$ cat src/rtl/sdlc_idle_pkg.sv
package sdlc_idle_pkg;

  typedef enum logic [2:0] {
    PH_IDLE  = 3'd0,
    PH_OPEN  = 3'd1,
    PH_DATA  = 3'd2,
    PH_CRC   = 3'd3,
    PH_CLOSE = 3'd4,
    PH_ABORT = 3'd5
  } phase_e;

  // control-to-datapath strobes, valid for one clock
  typedef struct packed {
    logic tick;
    logic cntClr;
    logic markSet;
    logic markClr;
  } strobe_t;

endpackage

$ cat src/rtl/sdlc_idle_fsm.sv
module sdlc_idle_fsm
  import sdlc_idle_pkg::*;
(
  input  logic    clk,
  input  logic    rstN,
  input  logic    bitTick,
  input  logic    cfgMarkIdle,
  input  logic    cfgAutoOpen,
  input  logic    cfgCrcEn,
  input  logic    frameStart,
  input  logic    endOfData,
  input  logic    underrun,
  input  logic    abortCmd,
  input  logic    cntLast,
  input  logic    marking,
  output phase_e  phase,
  output strobe_t stb
);

  phase_e phaseNext;

  always_comb begin
    phaseNext   = phase;
    stb         = '0;
    stb.tick    = bitTick;
    if (bitTick) begin
      unique case (phase)
        PH_IDLE: begin
          if (frameStart && (!marking || cfgAutoOpen)) begin
            phaseNext   = PH_OPEN;
            stb.cntClr  = 1'b1;
            stb.markClr = 1'b1;
          end else if (marking) begin
            stb.cntClr = 1'b1;
            if (!cfgMarkIdle) stb.markClr = 1'b1;
          end else if (cntLast) begin
            stb.cntClr = 1'b1;
            if (cfgMarkIdle) stb.markSet = 1'b1;
          end
        end
        PH_OPEN: begin
          if (cntLast) begin
            phaseNext  = PH_DATA;
            stb.cntClr = 1'b1;
          end
        end
        PH_DATA: begin
          stb.cntClr = 1'b1;
          if (underrun || abortCmd)  phaseNext = PH_ABORT;
          else if (endOfData)        phaseNext = cfgCrcEn ? PH_CRC : PH_CLOSE;
        end
        PH_CRC: begin
          if (cntLast) begin
            phaseNext  = PH_CLOSE;
            stb.cntClr = 1'b1;
          end
        end
        PH_CLOSE, PH_ABORT: begin
          if (cntLast) begin
            phaseNext   = PH_IDLE;
            stb.cntClr  = 1'b1;
            stb.markSet = cfgMarkIdle;
            stb.markClr = !cfgMarkIdle;
          end
        end
        default: begin
          phaseNext  = PH_IDLE;
          stb.cntClr = 1'b1;
        end
      endcase
    end
  end

  always_ff @(posedge clk) begin
    if (!rstN) phase <= PH_IDLE;
    else       phase <= phaseNext;
  end

  // phase only moves on a tick
  a_r10_move_on_tick: assert property (@(posedge clk) disable iff (!rstN)
    (phase != $past(phase)) |-> $past(bitTick));

  // data is reached only through the opening flag
  a_r3_data_from_open: assert property (@(posedge clk) disable iff (!rstN)
    (phase == PH_DATA && $past(phase) != PH_DATA) |-> $past(phase) == PH_OPEN);

  // idle is re-entered only from a closing flag or an abort
  a_r2_idle_entry: assert property (@(posedge clk) disable iff (!rstN)
    (phase == PH_IDLE && $past(phase) != PH_IDLE)
      |-> ($past(phase) == PH_CLOSE || $past(phase) == PH_ABORT));

endmodule

$ cat src/rtl/sdlc_idle_dp.sv
module sdlc_idle_dp
  import sdlc_idle_pkg::*;
#(
  parameter int FLAG_BITS  = 8,
  parameter int CRC_BITS   = 16,
  parameter int ABORT_BITS = 7
) (
  input  logic    clk,
  input  logic    rstN,
  input  phase_e  phase,
  input  strobe_t stb,
  input  logic    cfgSdlc,
  input  logic    cfgNrzi,
  input  logic    cfgMarkIdle,
  output logic    cntLast,
  output logic    marking,
  output logic    forceHigh,
  output logic    flagReq,
  output logic    abortReq
);

  localparam int MAX_A    = (FLAG_BITS > CRC_BITS) ? FLAG_BITS : CRC_BITS;
  localparam int MAX_BITS = (MAX_A > ABORT_BITS) ? MAX_A : ABORT_BITS;
  localparam int CNT_W    = $clog2(MAX_BITS + 1);

  logic [CNT_W-1:0] bitCnt;
  logic [CNT_W-1:0] lastIdx;
  logic             hasLimit;
  logic             forceCfg;

  always_comb begin
    hasLimit = 1'b1;
    unique case (phase)
      PH_CRC:   lastIdx = CNT_W'(CRC_BITS - 1);
      PH_ABORT: lastIdx = CNT_W'(ABORT_BITS - 1);
      PH_DATA: begin
        lastIdx  = '0;
        hasLimit = 1'b0;
      end
      default:  lastIdx = CNT_W'(FLAG_BITS - 1);
    endcase
  end

  assign cntLast = hasLimit && (bitCnt == lastIdx);

  always_ff @(posedge clk) begin
    if (!rstN) begin
      bitCnt  <= '0;
      marking <= 1'b1;
    end else if (stb.tick) begin
      if (stb.cntClr) bitCnt <= '0;
      else            bitCnt <= bitCnt + 1'b1;
      if (stb.markSet)      marking <= 1'b1;
      else if (stb.markClr) marking <= 1'b0;
    end
  end

  assign forceCfg  = cfgSdlc && cfgNrzi && cfgMarkIdle;
  assign forceHigh = forceCfg && marking && (phase == PH_IDLE);
  assign flagReq   = (phase == PH_OPEN) || (phase == PH_CLOSE)
                   || ((phase == PH_IDLE) && !marking);
  assign abortReq  = (phase == PH_ABORT);

  // counter never passes the limit of a bounded phase
  a_r3_cnt_bound: assert property (@(posedge clk) disable iff (!rstN)
    hasLimit |-> bitCnt <= lastIdx);

  // a forced line never overlaps a flag or abort request
  a_r11_force_exclusive: assert property (@(posedge clk) disable iff (!rstN)
    forceHigh |-> (!flagReq && !abortReq));

  // entering idle with forcing configured forces the line at once
  a_r4_force_on_entry: assert property (@(posedge clk) disable iff (!rstN)
    ($past(phase) != PH_IDLE && phase == PH_IDLE && $past(cfgMarkIdle)
      && forceCfg) |-> forceHigh);

endmodule

$ cat src/rtl/sdlc_idle_line.sv
module sdlc_idle_line
  import sdlc_idle_pkg::*;
#(
  parameter int FLAG_BITS  = 8,
  parameter int CRC_BITS   = 16,
  parameter int ABORT_BITS = 7
) (
  input  logic       clk,
  input  logic       rstN,
  input  logic       bitTick,
  input  logic       cfgSdlc,
  input  logic       cfgNrzi,
  input  logic       cfgMarkIdle,
  input  logic       cfgAutoOpen,
  input  logic       cfgCrcEn,
  input  logic       frameStart,
  input  logic       endOfData,
  input  logic       underrun,
  input  logic       abortCmd,
  output logic       forceHigh,
  output logic       flagReq,
  output logic       abortReq,
  output logic [2:0] phase
);

  phase_e  phaseQ;
  strobe_t stb;
  logic    cntLast;
  logic    marking;

  sdlc_idle_fsm uFsm (
    .clk(clk), .rstN(rstN), .bitTick(bitTick),
    .cfgMarkIdle(cfgMarkIdle), .cfgAutoOpen(cfgAutoOpen), .cfgCrcEn(cfgCrcEn),
    .frameStart(frameStart), .endOfData(endOfData), .underrun(underrun),
    .abortCmd(abortCmd), .cntLast(cntLast), .marking(marking),
    .phase(phaseQ), .stb(stb)
  );

  sdlc_idle_dp #(
    .FLAG_BITS(FLAG_BITS), .CRC_BITS(CRC_BITS), .ABORT_BITS(ABORT_BITS)
  ) uDp (
    .clk(clk), .rstN(rstN), .phase(phaseQ), .stb(stb),
    .cfgSdlc(cfgSdlc), .cfgNrzi(cfgNrzi), .cfgMarkIdle(cfgMarkIdle),
    .cntLast(cntLast), .marking(marking), .forceHigh(forceHigh),
    .flagReq(flagReq), .abortReq(abortReq)
  );

  assign phase = phaseQ;

endmodule

$ cat config.mk
export PLATFORM = sky130hd
export DESIGN_NAME = sdlc_idle_line
export DESIGN_NICKNAME = d
export VERILOG_FILES = /design/src/rtl/sdlc_idle_pkg.sv /design/src/rtl/sdlc_idle_fsm.sv /design/src/rtl/sdlc_idle_dp.sv /design/src/rtl/sdlc_idle_line.sv
export SDC_FILE = /design/constraint.sdc
export NUM_CORES = 1
export LEC_CHECK = 0
export CAP_MARGIN = 10
export CORE_MARGIN = 5
export CORE_UTILIZATION = 51
export CTS_CLUSTER_DIAMETER = 50
export CTS_CLUSTER_SIZE = 10
export DETAILED_ROUTE_END_ITERATION = 12
export PLACE_DENSITY_LB_ADDON = 0.08
export SLEW_MARGIN = 15
export SYNTH_ARGS = -nofsm -noshare
export SYNTH_HDL_FRONTEND = slang
export SYNTH_SLANG_ARGS = --single-unit
$ cat constraint.sdc
create_clock -name clk -period 2.7 [get_ports clk]
set_clock_uncertainty 0.1 [all_clocks]
set_input_delay 0.27 -clock clk [delete_from_list [all_inputs] [get_ports clk]]
set_output_delay 0.27 -clock clk [all_outputs]
set_load 0.05 [all_outputs]
==> Yosys cells after proc, flatten, opt, wreduce, memory -nomap -nowiden <==
Index checks and enable logic that the tools add are counted.
{ "totals": {"reg_bits": 9, "input_bits": 12, "out_inout_bits": 6, "word_cells": 61} }
{ "classes": {"n_addsub": 1, "eq_ne": 11, "muxes": 27, "n_reduce_logical": 19} }
{ "op_table": {"columns": ["op", "n"], "rows": [
  ["$mux W3", 9],
  ["$pmux W3 S5", 1],
  ["$mux W1", 12],
  ["$pmux W4 S3", 1],
  ["$ne A2 B2 Y1 const B", 4],
  ["$logic_and A1 B1 Y1", 7],
  ["$eq A3 B2 Y1 const B", 2],
  ["$eq A3 B3 Y1 const B", 2],
  ["$reduce_and A6 Y1", 1],
  ["$add A5 B1 Y5 const B", 1],
  ["$eq A5 B4 Y1", 1],
  ["$mux W5", 1],
  ["$logic_or A1 B1 Y1", 4],
  ["$pmux W2 S2", 1],
  ["$reduce_or A2 Y1", 2],
  ["$eq A3 B1 Y1 const B", 1],
  ["$logic_not A3 Y1", 1],
  ["$ne A3 B3 Y1 const B", 1],
  ["$pmux W1 S3", 1],
  ["$logic_not A1 Y1", 2],
  ["$mux W2", 1],
  ["$reduce_and A2 Y1", 1],
  ["$reduce_bool A2 Y1", 1]
]} }

==> Depth between registers and ports, before layout <==
{ "logic_depth": {"depth_word": 11, "ltp_mapped": 6, "ltp_nobuf": 5} }

==> By module <==
From an unflattened synthesis, not the netlist that was laid out.
{ "unflattened": {"cells_unflattened": 80, "hier_area_um2": 646.9} }
{ "modules_own_cells": {"columns": ["mod", "n_inst", "cells_per_inst", "area_per_inst_um2", "seq_area_each_um2"], "rows": [
  ["sdlc_idle_dp", 1, 41, 349.1, 120.1],
  ["sdlc_idle_fsm", 1, 39, 297.8, 60.1]
]} }

==> Worst setup path before layout <==
No wires, ideal clock.
{ "synth_timing": {"path_kind": "flip-flop to output port", "startpoint": "register uFsm.phase[2]", "endpoint": "output port forceHigh", "arrival_ns": 2.440, "required_ns": 2.330, "slack_ns": -0.110, "stages_incl_launch_ff": 4, "path_buffers": 2, "cell_sequence": "dfxtp_1 > buf_2 > clkbuf_1 > nor4_1"} }
{ "synth_via": {"elab_chain_cells": 2} }
{ "synth_rtl": {"columns": ["item", "line", "text"], "rows": [
  ["start: declaration", "sdlc_idle_fsm.sv:16", "output phase_e phase,"],
  ["start signal: assignment", "sdlc_idle_fsm.sv:76", "else phase <= phaseNext;"],
  ["$logic_not A3 Y1", "sdlc_idle_dp.sv:59", "assign forceHigh = forceCfg && marking && (phase == PH_IDLE);"],
  ["$logic_and A1 B1 Y1", "sdlc_idle_dp.sv:59", null],
  ["end: declaration", "sdlc_idle_line.sv:20", "output logic forceHigh,"]
]} }
Every way passes these cells.

==> Worst setup path in the final report <==
{ "layout_timing": {"startpoint": "register uFsm.phase[0]", "endpoint": "output port flagReq"} }
{ "layout_via": {"elab_chain_cells": 3, "elab_cells_between_ends": 6, "classes_between": "eq/ne (2); reduce/logical (4)"} }
{ "layout_rtl": {"columns": ["item", "line", "text"], "rows": [
  ["$eq A3 B1 Y1 (tied with other cells)", "sdlc_idle_dp.sv:60", "assign flagReq = (phase == PH_OPEN) || (phase == PH_CLOSE)"],
  ["$logic_or A1 B1 Y1 / $logic_and A1 B1 Y1 (equally long branches)", "sdlc_idle_dp.sv:60, sdlc_idle_dp.sv:61", null],
  ["$logic_or A1 B1 Y1 *", "sdlc_idle_dp.sv:61", "|| ((phase == PH_IDLE) && !marking);"],
  ["end: declaration", "sdlc_idle_line.sv:21", "output logic flagReq,"]
]} }
Mark *: on every way between the ends. The rest lies on a longest branch, timed or not.

==> metrics <==
Boundary Pins=18; Max-Cap Viols=0; Antenna Diode Count=0; area growth from synthesis to final layout=26.37%; first-pass GRT wire length=3.470 mm; fmax=407.7 MHz; Post-Route WL=1.927 mm; Worst slew margin=62.69%; Starting Density=55.89%; measured slew at the worst slew-check pin=0.5588 ns; cell area after synthesis=754.5 um2; IO Port Bufs=17; Compound-Gate Fraction of Synth Area=29.85%; Clock Latency Late Sink=0.27 ns; largest family of logic cells by synthesized area=simple AND/OR/NAND/NOR gates; post-synthesis xor/xnor area fraction=1.161%; fin crit period=2.453 ns; asr flop ratio synth=0%; via count=829; Cell Rows=13; post-CTS sizing=0; Syn Area/Cell=7.325 um2; H-tree depth=1; NetSw=0.09993 mW; share of layout cells above drive strength 1=8.403%; hold_ws=0.4173 ns; Synth Net Count=116; antenna viol nets, final=0; CP Class=flop to output port; antenna violations before repair=0; worst reg2reg endpoint=uDp.bitCnt[4]; Req. time, crit path=2.33 ns; flop-to-flop setup slack=0.52 ns; sum of negative setup slack=0 ns; fin cells=134; die height=48.46 um; clock sink count=9; Post-layout nets=133; Yosys warning total=0; switching part of the total=30.75%; Max Slew Vio Count=0; RSZ-0062 raised after global routing=false; Data arrival, critical path=2.08 ns; Tcrit/Tclk final=90.84%; status=finished clean; combinational power share=22.1%; cell with the most instances after synthesis=nand2_1; delay-heaviest family, CP=buffers and inverters; RR Startpoint=uFsm.phase[0]; number of global-route vias before repair=778; Hold Vio Cnt, Final=0; dpl cells=130; Most used DFF post-synth=dfxtp_1; Setup crit end=flagReq; PD cells=340.9 nW/um2; critical path depth in cells=3; Leakage=0.3615 nW; Adder-Cell Fraction of Synth Area=1.658%; worst path cell trace=nor2_1 > a21oi_1 > clkdlybuf4s50_1; Core ar.=1350 um2; slowest cell delay on critical path=0.82 ns; Avg WL per Cell=14.38 um; post-synthesis sequential area ratio=23.88%; Synth Register Bits=9; Synth Area in Simple Gates=34.49%; Critical Path Fanout Max=16; setup violators final=0; hold_buf cts=0; clock buffer count from CTS=3; Area contributors post-synth=dfxtp_1 24%, nand2_1 6.0%, a21oi_1 4.6%; Seq pwr share=44.1%; gr usage total=17.52%; CTS Buffer Depth=2; Yosys top cell area share=23.88%; Placer Congestion=0.8494; Clk pwr share=33.8%; largest net degree at the start of global routing=19; Die ar.=2348 um2; worst hold-check path type=flop to flop; mux cell area share after synthesis=2.819%; CTS tree=yes; Worst-path clk slew=0.08 ns; crit start category=flop; DR vias/cell=6.187; Critical Path Start=uFsm.phase[0]; Cells after Synth=103; worst r2r path cells=5; number of enable flip-flop cells after synthesis=0; total chip power=0.3250 mW; CP max-delay cell=clkdlybuf4s50_1; Internal=0.2251 mW; Post-route DRC=0; Initial DRC Count=33; maximum VDD drop=0.2541 mV; Die Wd=48.46 um; Bufs and invs on worst path=1; Post-CTS Setup Repair Bufs=0; Final HPWL DP=1.449 mm; crit end category=output port; commonest cells in the synthesized netlist=12 x nand2_1, 9 x dfxtp_1, 7 x a21oi_1, 6 x nor2_1; CTS Root Cell=clkbuf_4; Pre-antenna DRT Iters=4; synth unique cells=41; Congestion Overflow GR=0; area leader, netlist=dfxtp_1
[logic make-up after synthesis]
logic type / Yosys count
compound gates: 32
flops: 9
xor+xnor: 1
mux: 2
simple gates: 48
buf+inv: 10
fa+ha+maj: 1
[worst min-delay path by stage]
stage	start	end	depth (start not counted)
CTS	uDp.bitCnt[4]	uDp.bitCnt[4]	2
floorplan	rstN	uDp.marking	2
detailed placement	uDp.bitCnt[4]	uDp.bitCnt[4]	2
global route	uDp.bitCnt[4]	uDp.bitCnt[4]	2
finish	uDp.bitCnt[4]	uDp.bitCnt[4]	2
global placement	uDp.bitCnt[4]	uDp.bitCnt[4]	2
[final cells by class]
class,count,area (um2)
Tap cell,15,18.77
Clock inverter,1,5.005
Multi-Input combinational cell,84,534.3
Inverter,4,15.01
Fill cell,122,396.6
Clock buffer,3,22.52
Timing Repair Buffer,18,177.7
Sequential cell,9,180.2
[per-layer routing]
| metal | vias up | routed length (um) | global-route usage [%] |
|---|---|---|---|
| met5 | - | 0 | 0 |
| met4 | 0 | 13 | 7.175 |
| met3 | 2 | 135 | 3.058 |
| met2 | 29 | 868 | 26.52 |
| met1 | 376 | 908 | 24.18 |
| li1 | 422 | - | - |
[registers in the layout (all words and copies together) (netlist names)]
name         cells
uDp.marking      1
uDp.bitCnt       5
uFsm.phase       3
[power by group through the flow]
| stage | logic, mW | registers, mW | clock network [mW] |
|---|---|---|---|
| after global routing | 0.0782 | 0.144 | 0.120 |
| after global placement | 0.0699 | 0.146 | 0 |
| final | 0.0718 | 0.143 | 0.110 |
| after CTS | 0.0717 | 0.143 | 0.111 |
| after floorplan | 0.0417 | 0.144 | 0 |
| after detailed placement | 0.0712 | 0.146 | 0 |
[worst min-delay path: stages, from the launching register on]
cell and delay, ns:
dfxtp_1 0.35, nand2_1 0.07, nand3_1 0.05
[per-stage QoR]
step	setup WS (ns)	utilization, %	instance area, um2
after CTS	0.2445	70.62	953.4
after global placement	0.4637	68.58	925.9
after global routing	0.1167	70.62	953.4
after floorplan	0.2723	-	760.7
after detailed placement	0.4346	68.58	925.9
final	0.2474	70.62	953.4
[cell usage in the layout (no fill, tap or decap), types with 2 or more instances in the layout]
| master | instances |
|---|---|
| a21o_1 | 3 |
| a21oi_1 | 7 |
| and3b_1 | 2 |
| clkbuf_4 | 3 |
| clkdlybuf4s50_1 | 17 |
| dfxtp_1 | 9 |
| inv_1 | 4 |
| nand2_1 | 12 |
| nand2b_1 | 4 |
| nand3_1 | 5 |
| nand4_1 | 2 |
| nor2_1 | 6 |
| nor2b_1 | 2 |
| nor3_1 | 3 |
| nor4b_1 | 2 |
| o211ai_1 | 2 |
| o21ai_0 | 5 |
| o31ai_1 | 2 |
| o32ai_1 | 2 |
| o41ai_1 | 2 |
| or3_1 | 3 |
No activity file was read; power rests on OpenSTA's default activity.
